### src/rtl/bru_pkg.sv
package bru_pkg;
  localparam int OP_W = 5;
  localparam int CC_W = 3;
  localparam logic [OP_W-1:0] OPC_BRANCH = 5'd8;
  localparam logic [OP_W-1:0] OPC_BRLINK = 5'd9;

  typedef enum logic [CC_W-1:0] {
    CC_NEVER   = 3'd0,
    CC_ALWAYS  = 3'd1,
    CC_ZERO    = 3'd2,
    CC_NONZERO = 3'd3,
    CC_NONNEG  = 3'd4,
    CC_NEG     = 3'd5,
    CC_RSV6    = 3'd6,
    CC_RSV7    = 3'd7
  } condCode_e;

  typedef struct packed {
    logic capture;
    logic loadPc;
    logic writeLink;
  } ctrlStrb_t;
endpackage

### src/rtl/bru_cond.sv
module bru_cond
  import bru_pkg::*;
#(
  parameter int DATA_W = 32
) (
  input  condCode_e         code,
  input  logic [DATA_W-1:0] testVal,
  output logic              hit
);
  localparam int SIGN_BIT = DATA_W - 1;

  logic isZero;
  logic isNeg;

  assign isZero = (testVal == '0);
  assign isNeg  = testVal[SIGN_BIT];

  always_comb begin
    unique case (code)
      CC_ALWAYS:  hit = 1'b1;
      CC_ZERO:    hit = isZero;
      CC_NONZERO: hit = !isZero;
      CC_NONNEG:  hit = !isNeg;
      CC_NEG:     hit = isNeg;
      default:    hit = 1'b0;
    endcase
  end
endmodule

### src/rtl/bru_ctrl.sv
module bru_ctrl
  import bru_pkg::*;
#(
  parameter int DATA_W = 32
) (
  input  logic              go,
  input  logic [OP_W-1:0]   opField,
  input  logic [CC_W-1:0]   ccField,
  input  logic [DATA_W-1:0] testVal,
  output ctrlStrb_t         strb
);
  logic isBranch;
  logic isLink;
  logic condHit;
  condCode_e code;

  assign code     = condCode_e'(ccField);
  assign isBranch = (opField == OPC_BRANCH);
  assign isLink   = (opField == OPC_BRLINK);

  bru_cond #(.DATA_W(DATA_W)) u_cond (
    .code   (code),
    .testVal(testVal),
    .hit    (condHit)
  );

  always_comb begin
    strb           = '0;
    strb.capture   = go;
    strb.loadPc    = go && (isBranch || isLink) && condHit;
    strb.writeLink = go && isLink;
  end
endmodule

### src/rtl/bru_dp.sv
module bru_dp
  import bru_pkg::*;
#(
  parameter int DATA_W = 32,
  parameter int REG_W  = 5
) (
  input  logic              clk,
  input  logic              rstN,
  input  ctrlStrb_t         strb,
  input  logic [DATA_W-1:0] targetVal,
  input  logic [DATA_W-1:0] pcNext,
  input  logic [REG_W-1:0]  raField,
  output logic              pcLoad,
  output logic [DATA_W-1:0] pcNew,
  output logic              taken,
  output logic              linkWe,
  output logic [REG_W-1:0]  linkIdx,
  output logic [DATA_W-1:0] linkVal
);
  always_ff @(posedge clk or negedge rstN) begin
    if (!rstN) begin
      pcLoad <= 1'b0;
      taken  <= 1'b0;
      linkWe <= 1'b0;
    end else begin
      pcLoad <= strb.loadPc;
      taken  <= strb.loadPc;
      linkWe <= strb.writeLink;
    end
  end

  // link value and target both come from the values presented with go,
  // so a link into the target register cannot disturb the jump address
  always_ff @(posedge clk or negedge rstN) begin
    if (!rstN) begin
      pcNew   <= '0;
      linkIdx <= '0;
      linkVal <= '0;
    end else if (strb.capture) begin
      pcNew   <= targetVal;
      linkIdx <= raField;
      linkVal <= pcNext;
    end
  end
endmodule

### src/rtl/bru_top.sv
module bru_top
  import bru_pkg::*;
#(
  parameter int DATA_W  = 32,
  parameter int INSTR_W = 32,
  parameter int REG_W   = 5
) (
  input  logic               clk,
  input  logic               rstN,
  input  logic               go,
  input  logic [INSTR_W-1:0] instr,
  input  logic [DATA_W-1:0]  pcNext,
  input  logic [DATA_W-1:0]  targetVal,
  input  logic [DATA_W-1:0]  testVal,
  output logic               pcLoad,
  output logic [DATA_W-1:0]  pcNew,
  output logic               taken,
  output logic               linkWe,
  output logic [REG_W-1:0]   linkIdx,
  output logic [DATA_W-1:0]  linkVal
);
  localparam int OP_LSB = INSTR_W - OP_W;
  localparam int RA_LSB = OP_LSB - REG_W;

  logic [OP_W-1:0]  opField;
  logic [REG_W-1:0] raField;
  logic [CC_W-1:0]  ccField;
  logic             unusedFields;
  ctrlStrb_t        strb;

  assign opField      = instr[INSTR_W-1:OP_LSB];
  assign raField      = instr[OP_LSB-1:RA_LSB];
  assign ccField      = instr[CC_W-1:0];
  assign unusedFields = ^instr[RA_LSB-1:CC_W];

  bru_ctrl #(.DATA_W(DATA_W)) u_ctrl (
    .go     (go),
    .opField(opField),
    .ccField(ccField),
    .testVal(testVal),
    .strb   (strb)
  );

  bru_dp #(.DATA_W(DATA_W), .REG_W(REG_W)) u_dp (
    .clk      (clk),
    .rstN     (rstN),
    .strb     (strb),
    .targetVal(targetVal),
    .pcNext   (pcNext),
    .raField  (raField),
    .pcLoad   (pcLoad),
    .pcNew    (pcNew),
    .taken    (taken),
    .linkWe   (linkWe),
    .linkIdx  (linkIdx),
    .linkVal  (linkVal)
  );
endmodule

### config.mk
export PLATFORM = sky130hd
export DESIGN_NAME = bru_top
export DESIGN_NICKNAME = d
export VERILOG_FILES = /design/src/rtl/bru_pkg.sv /design/src/rtl/bru_cond.sv /design/src/rtl/bru_ctrl.sv /design/src/rtl/bru_dp.sv /design/src/rtl/bru_top.sv
export SDC_FILE = /design/constraint.sdc
export NUM_CORES = 1
export LEC_CHECK = 0
export ABC_AREA = 1
export BUFFER_PORTS_ARGS = -buffer_cell sky130_fd_sc_hd__buf_4
export CAP_MARGIN = 20
export CORE_MARGIN = 3
export CORE_UTILIZATION = 34
export DETAILED_ROUTE_END_ITERATION = 6
export PLACE_DENSITY = 0.72
export SKIP_CTS_REPAIR_TIMING = 1
export SLEW_MARGIN = 20
export SYNTH_ARGS = -nofsm -noshare
export SYNTH_HDL_FRONTEND = slang
export SYNTH_SLANG_ARGS = --single-unit
### constraint.sdc
create_clock -name clk -period 1 [get_ports clk]
set_clock_uncertainty 0.1 [all_clocks]
set_input_delay 0.1 -clock clk [delete_from_list [all_inputs] [get_ports clk]]
set_output_delay 0.1 -clock clk [all_outputs]
set_load 0.005 [all_outputs]
==> metrics list, run 1 <==
- Result of the run: finished, violations left
- The final reports fail on setup timing.
- Entering global routing, the biggest net connects 40 pins.
- The H-tree was split into 3 levels.
- For this run, the top clock speed supported by timing is 938 MHz.
- The worst setup path is launched from a flip-flop.
- Commonest cells after routing, fill and taps aside: sky130_fd_sc_hd__buf_4 (121), sky130_fd_sc_hd__dlygate4sd3_1 (77), sky130_fd_sc_hd__dfrtp_1 (71)
- The library cell used most frequently in the layout, excluding fill and tap cells, is sky130_fd_sc_hd__buf_4.
* Global-route wire length before repair: approximately 12 mm
- From synthesis to final layout, the design area changed by 97.9%.
- The final count of pins violating max slew came to 0.
- Cells with a size suffix above 1 make up roughly three fifths of the layout.
- Count of different cell masters after synthesis: 12
- In the final routed layout, each cell accounts on average for between 15 and 20 um.
- Antenna violations before repair: 0
- During synthesis, Yosys emitted a total of 0 warnings.
* Number of register bits inferred by synthesis: 71
- No sink is reached through more buffers than the 2 on the longest clock path.
* Cell family contributing the most delay on the critical path: flip-flops
- In this run the worst hold path is classified as in2async.
* Placeable core region: between 7000 and 8000 um2
- Initial Utilization: between 30% and 40%
- In this run the vertical extent of the chip is 97.0 um.
- Once placement finished, the instance area stood at 4340 um2.
* Number of clock buffers inserted by TritonCTS: 9
- The largest single stage delay on the critical path is roughly 400 ps.
- Standby leakage power: roughly 2.6 nW
- Using the TritonRoute via totals, the vias-per-cell ratio works out to around 4.5.
- Final design instance area without fill: 5570 um2
- The signal on the critical path passes through buf_4.
* Max capacitance violation total: 0
* Final Worst Setup Slack: -66.5 ps
- The number of hold violations in the final report came to 0.
- Initial detailed-routing violation count: 63
* Global placement routability congestion: 0.755
* Final critical path time including I/O delays and setup: about 1100 ps
- Worst-skew pair later-pin latency: 320 ps
- The average instance in the mapped netlist occupies between 10 and 15 um2.
* Setup violators final: 74
- In this run the remaining antenna-violating nets after routing total 0.
- Input/output buffers: between 150 and 200
- In this run the core area contains 32 standard-cell rows.
* Power Density: 1270 nW/um2
* Total Routing Usage GR: between 10% and 20%
- In this run the count of I/O pins placed on the die edge is ~200.
* Sequential-to-total area share from yosys stat: between 60% and 70%
* CP max-delay cell: sky130_fd_sc_hd__dfrtp_1
* Total detailed-routing wirelength: about 9 mm
- Worst slew margin relative to its limit: just over 80%
* Share of the clock period used by the worst path after layout: 107%
* Max IR drop VDD: 0.669 mV
* Critical path capture point type: output port
* Netlist Area Pre-Place: roughly 2800 um2
- Count of nets after finishing: 600
* Die Footprint: about 9400 um2
* Worst Tran Pin Value: between 200 and 300 ps
* Worst-path clk slew: about 70 ps
- DRC violations left: 0
- Fin Hold WS: around 100 ps
- The cell count after synthesis came out at ~200.
- Detailed placement finished with a half-perimeter wire length of between 5 and 6 mm.
- Via count of the first global-routing pass: 2,371
- Diodes inserted: 0
* CTS tree: yes
- CTS Root Buffer Type: sky130_fd_sc_hd__clkbuf_8
- GRT Residual Overflow: 0
- Overall Power: between 7 and 8 mW
- Counting every sink on the clock net gives 71.
- In this run the worst path has a maximum fanout of 2.
- Floorplan die width: roughly 97 um
- Counting both buffers and inverters, the worst setup path holds a total of 1.
- Data arrival at the endpoint of the critical path: between 800 and 900 ps
* Number of optimization iterations in the first detailed-route pass: 4
* Critical path data required time: 800 ps
- The routed layout has about 2,600 vias.
- Setup repair after global routing could not meet its margin everywhere.
* Syn nets: about 330
- Crit Path Class: reg2out
[routing by layer]
metal / track usage [%] / share of wire, %
met5: 0 / 0
met4: 5.18 / 1.5
met3: 5.84 / 7.3
met2: 27.1 / 57
met1: 17.1 / 35
[cell usage after synthesis, drive strengths merged]
library cell / n / area, um2
dfrtp: 71 / 1780
mux2: 69 / 777
nor2: 25 / 93.8
nand2: 11 / 41.3
buf: 9 / 65.1
inv: 4 / 15.0
nor3: 3 / 15.0
nand3: 2 / 10.0
nand4: 1 / 6.26
o21ai: 1 / 5.00
xnor2: 1 / 8.76
[where the power goes]
group          switching [mW]  total [mW]  internal (mW)
clock network           0.996        1.94          0.942
logic                   0.505        1.78           1.28
registers               0.206        3.36           3.15
total                    1.71        7.08           5.37
[final timing paths]
kind	cells past startpoint	startpoint	to	slack, ps
worst max register to register	2	u_dp.pcNew[11]$_DFFE_PN0P_	u_dp.pcNew[11]$_DFFE_PN0P_	0
worst min-delay path	2	rstN	u_dp.linkVal[4]$_DFFE_PN0P_	100
max in group asynchronous	3	rstN	u_dp.pcNew[31]$_DFFE_PN0P_	260
worst max-delay path	1	u_dp.pcLoad$_DFF_PN0_	taken	-70
worst min register to register	1	u_dp.pcNew[21]$_DFFE_PN0P_	u_dp.pcNew[21]$_DFFE_PN0P_	430
min in group clk	5	instr[2]	u_dp.pcLoad$_DFF_PN0_	100
[cell type report]
class,count,area (um2)
timing repair buffer,270,2520
fill,531,2320
sequential,71,1780
multi-input combinational,113,960
clock buffer,11,141
tap,102,128
clock inverter,4,22.5
inverter,4,15.0
[kinds of logic (layout without fill, tap and decap cells)]
kind of cell,Yosys count,after routing,synth area share [%]
xor+xnor,1,1,0.311
compound gates,1,1,0.178
flops,71,71,63.1
simple gates,42,42,5.91
mux,69,69,27.6
buf+inv,13,289,2.85
[state kept, by name, indices dropped and copies added (netlist names)]
signal / flops
u_dp.linkWe: 1
u_dp.linkVal: 32
u_dp.linkIdx: 5
u_dp.pcLoad: 1
u_dp.pcNew: 32
[stage by stage]
stage | setup slack, ps | std cells | util, % | setup TNS, ps
after floorplan | 44.5 | 197 | - | 0
after global placement | -238 | 478 | 55.0 | -1400
after detailed placement | -305 | 478 | 55.0 | -2240
after global routing | -117 | 575 | 70.6 | -6290
final | -66.5 | 575 | 70.6 | -3080
after CTS | -89.2 | 493 | 57.1 | -4810
Power figures use the tool's default switching activity.
==> inputs of run 2 (changes only) <==
Settings changed: PLACE_DENSITY 0.72 to 0.75.
Clock period 1 ns to 0.85 ns, I/O delays scaled along.
==> run 2 against run 1 <==
Net effect:
- sequential power increased by 18%
- the run ends with hold timing, setup timing left
- clock power increased by 43%
- critical endpoint is now pcNew[22]
- die area unchanged
- non-clock buffer count decreased by 16
- power increased by 31%
==> metrics list, run 2 (synthesis results as in run 1) <==
- Result of the run: finished, violations left
* Failing checks: hold timing, setup timing
- Setup violators final: 141 (+91%)
- The first-pass GRT wire length is 12.8 mm (+10%).
- Longest individual stage delay on the worst path: 420 ps (+20 ps)
- The instance count after placement with tap cells included came to 499 (+4.4%).
* Total Routing Usage GR: 17.3% (+1.9 points)
- Setup repair after global routing missed its margin: yes
* Fraction of power spent switching nets: 24.3% (+0.14 points)
* Crit path launch type: flip-flop
- Worst Tran Pin Value: 234 ps (-55.8 ps)
- Path category of the worst min-delay check: in2reg
- The clock network power share was 29.8% (+2.4 points).
* Number of clock sinks seen by CTS: 71 (unchanged)
- The detailed-route wire length came to 10.2 mm (+11%).
* Net switching power of the design: 2.25 mW (+32%)
* CP max-delay cell: sky130_fd_sc_hd__dfrtp_1
- The HPWL after detailed placement is 6.32 mm (+11%).
- The pin count of the biggest net entering global routing is 46 (+15%).
- The worst-case register-to-register setup slack is -190 ps (-190 ps).
- The total via count after detailed routing was 2,618 (+0.11%).
- The number of nets with antenna violations after routing was 0 (unchanged).
- Detail-routed via count per cell: 4.68 (+2.8%)
- Ordered list of cells on the worst path: buf_6 -> buf_6
- The number of hold violations in the final report came to 62 (+62).
- Site row count: 32 (unchanged)
* Wire length per cell: 18.1 um (+14%)
- Number of optimization iterations in the first detailed-route pass: 4 (unchanged)
* Diodes inserted: 0 (unchanged)
- Final critical path time including I/O delays and setup: 1190 ps
- The total congestion overflow after global routing was 0 (unchanged).
* Worst slew margin relative to its limit: 84.4% (+3.7 points)
- Commonest cells after routing, fill and taps aside: sky130_fd_sc_hd__buf_4 (132), sky130_fd_sc_hd__buf_6 (106), sky130_fd_sc_hd__dfrtp_1 (71)
- The number of buffers inserted by port buffering is 183 (unchanged).
- Final design instance area without fill: 5670 um2 (+1.9%)
- The sequential fraction of design power came to 42.9% (-4.6 points).
- The cell that appears most often on the critical path is sky130_fd_sc_hd__buf_6.
- Fin Hold WS: -131 ps (-229 ps)
* Critical path data required time: 660 ps (-140 ps)
* Share of the clock period used by the worst path after layout: 140%
- Data arrival at the endpoint of the critical path: 1000 ps (+130 ps)
- Floorplan die width: 97.0 um (unchanged)
* Worst-path fanout max: 2 (unchanged)
* Final Worst Setup Slack: -336 ps (-269 ps)
- The final weighted congestion in routability-driven placement came to 0.806 (+6.7%).
* Worst setup slack after placement: -272 ps (+32.4 ps)
- Placeable core region: 7890 um2 (unchanged)
- Logic pwr share: 27.4% (+2.3 points)
- The I/O pin total was 203 (unchanged).
- The area of the die came to 9400 um2 (unchanged).
* Via count of the first global-routing pass: 2,555 (+7.8%)
* Crit Path Class: reg2out
* Area added between synthesis and finish: 102%
* Share of final-layout standard cells stronger than drive strength 1: 72.7% (+14 points)
* Cell area after placement: 4690 um2 (+8.2%)
* Power Density: 1640 nW/um2 (+29%)
- The peak ir drop on the vdd network was 0.725 mV (+8.4%).
* CTS tree: yes
- Max capacitance violation total: 0 (unchanged)
- DRC violations left: 0 (unchanged)
* Maximum buffer depth of the clock tree: 2 (unchanged)
- Most frequent standard cell in the layout excluding fill and tap cells: sky130_fd_sc_hd__buf_4
- Registers with the most flip-flops: u_dp.linkVal (32), u_dp.pcNew (32), u_dp.linkIdx (5)
- Initial detailed-routing violation count: 53 (-16%)
- Worst-path clk slew: 80 ps (about the same)
- The initial cell density of the core is 35.7% (unchanged).
* Worst-skew pair later-pin latency: 340 ps (+20 ps)
- The total design power came to 9.29 mW (+31%).
* Number of slew-limit violations in the final report: 0 (unchanged)
- Maximum clock frequency: between 800 and 900 MHz
- The tree is rooted in a sky130_fd_sc_hd__clkbuf_8.
* H-Tree Level Count: 3 (unchanged)
- Non-filler instance count after layout: 560 (-2.6%)
- Internal power consumption: 7.04 mW (+31%)
- Buffering stage count on the worst path with inverters included: 2 (+1)
- The static leakage was 2.85 nW (+8.6%).
- Antenna violations before repair: 0 (unchanged)
- The die height was 97.0 um (unchanged).
* Critical path capture point type: output port
- The number of nets in the layout came to 584 (-2.7%).
- Number of clock buffers inserted by TritonCTS: 9 (unchanged)
* Cell family contributing the most delay on the critical path: flip-flops
-- run 2: cell types whose count changed in the layout (fill, tap and decap cells not counted) --
cell,before,now
sky130_fd_sc_hd__buf_12,4,5
sky130_fd_sc_hd__buf_4,121,132
sky130_fd_sc_hd__buf_6,68,106
sky130_fd_sc_hd__bufinv_16,0,1
sky130_fd_sc_hd__clkbuf_1,1,0
sky130_fd_sc_hd__clkbuf_8,10,11
sky130_fd_sc_hd__clkinv_2,3,2
sky130_fd_sc_hd__clkinv_4,0,1
sky130_fd_sc_hd__dlygate4sd3_1,77,11
sky130_fd_sc_hd__mux2_2,69,25
sky130_fd_sc_hd__mux2_4,0,44
sky130_fd_sc_hd__nor2_1,24,20
sky130_fd_sc_hd__nor2_2,1,2
sky130_fd_sc_hd__nor2_4,0,3
-- run 2: path summary, 6_finish.rpt --
| check | start | cells past startpoint | endpoint |
|---|---|---|---|
| max reg2reg | u_dp.linkVal[24]$_DFFE_PN0P_ | 2 | u_dp.linkVal[24]$_DFFE_PN0P_ |
| min in group asynchronous | rstN | 3 | u_dp.linkVal[9]$_DFFE_PN0P_ |
| min | targetVal[20] | 2 | u_dp.pcNew[20]$_DFFE_PN0P_ |
| min reg2reg | u_dp.pcNew[14]$_DFFE_PN0P_ | 1 | u_dp.pcNew[14]$_DFFE_PN0P_ |
| max in group asynchronous | rstN | 3 | u_dp.linkIdx[4]$_DFFE_PN0P_ |
| max | u_dp.pcNew[22]$_DFFE_PN0P_ | 2 | pcNew[22] |
-- run 2: power by group through the flow --
| stage | combinational, mW | sequential (mW) | clock (mW) |
|---|---|---|---|
| 6_report | 2.54 | 3.98 | 2.77 |
| 5_1_grt | 2.69 | 4.02 | 3.01 |
| 4_1_cts | 1.91 | 3.89 | 2.84 |
| 3_5_place_dp | 1.90 | 3.96 | 0 |
| 3_3_place_gp | 1.87 | 3.93 | 0 |
| 2_1_floorplan | 0.638 | 3.96 | 0 |
-- run 2: cell type report --
type	instances	area, um2
Multi-Input combinational cell	113	1150
Tap cell	102	128
Clock inverter	5	56.3
Inverter	4	15.0
Fill cell	490	2220
Timing Repair Buffer	254	2390
Sequential cell	71	1780
Clock buffer	11	151
-- run 2: stage by stage --
| step | util (%) | setup TNS [ps] |
|---|---|---|
| 2_1_floorplan | - | -1210 |
| 3_3_place_gp | 59.5 | -9080 |
| 5_1_grt | 71.9 | -26640 |
| 3_5_place_dp | 59.5 | -9820 |
| 6_report | 71.9 | -22710 |
| 4_1_cts | 62.1 | -19050 |
-- run 2: metal layers --
metal / wire [um] / track usage, % / share of wire, % / up-vias
met1: 3450 / 18.4 / 34 / 1294
met2: 5730 / 30.4 / 56 / 130
li1: - / - / - / 1178
met5: 0 / 0 / 0 / -
met3: 768 / 6.34 / 7.6 / 16
met4: 213 / 7.99 / 2.1 / 0
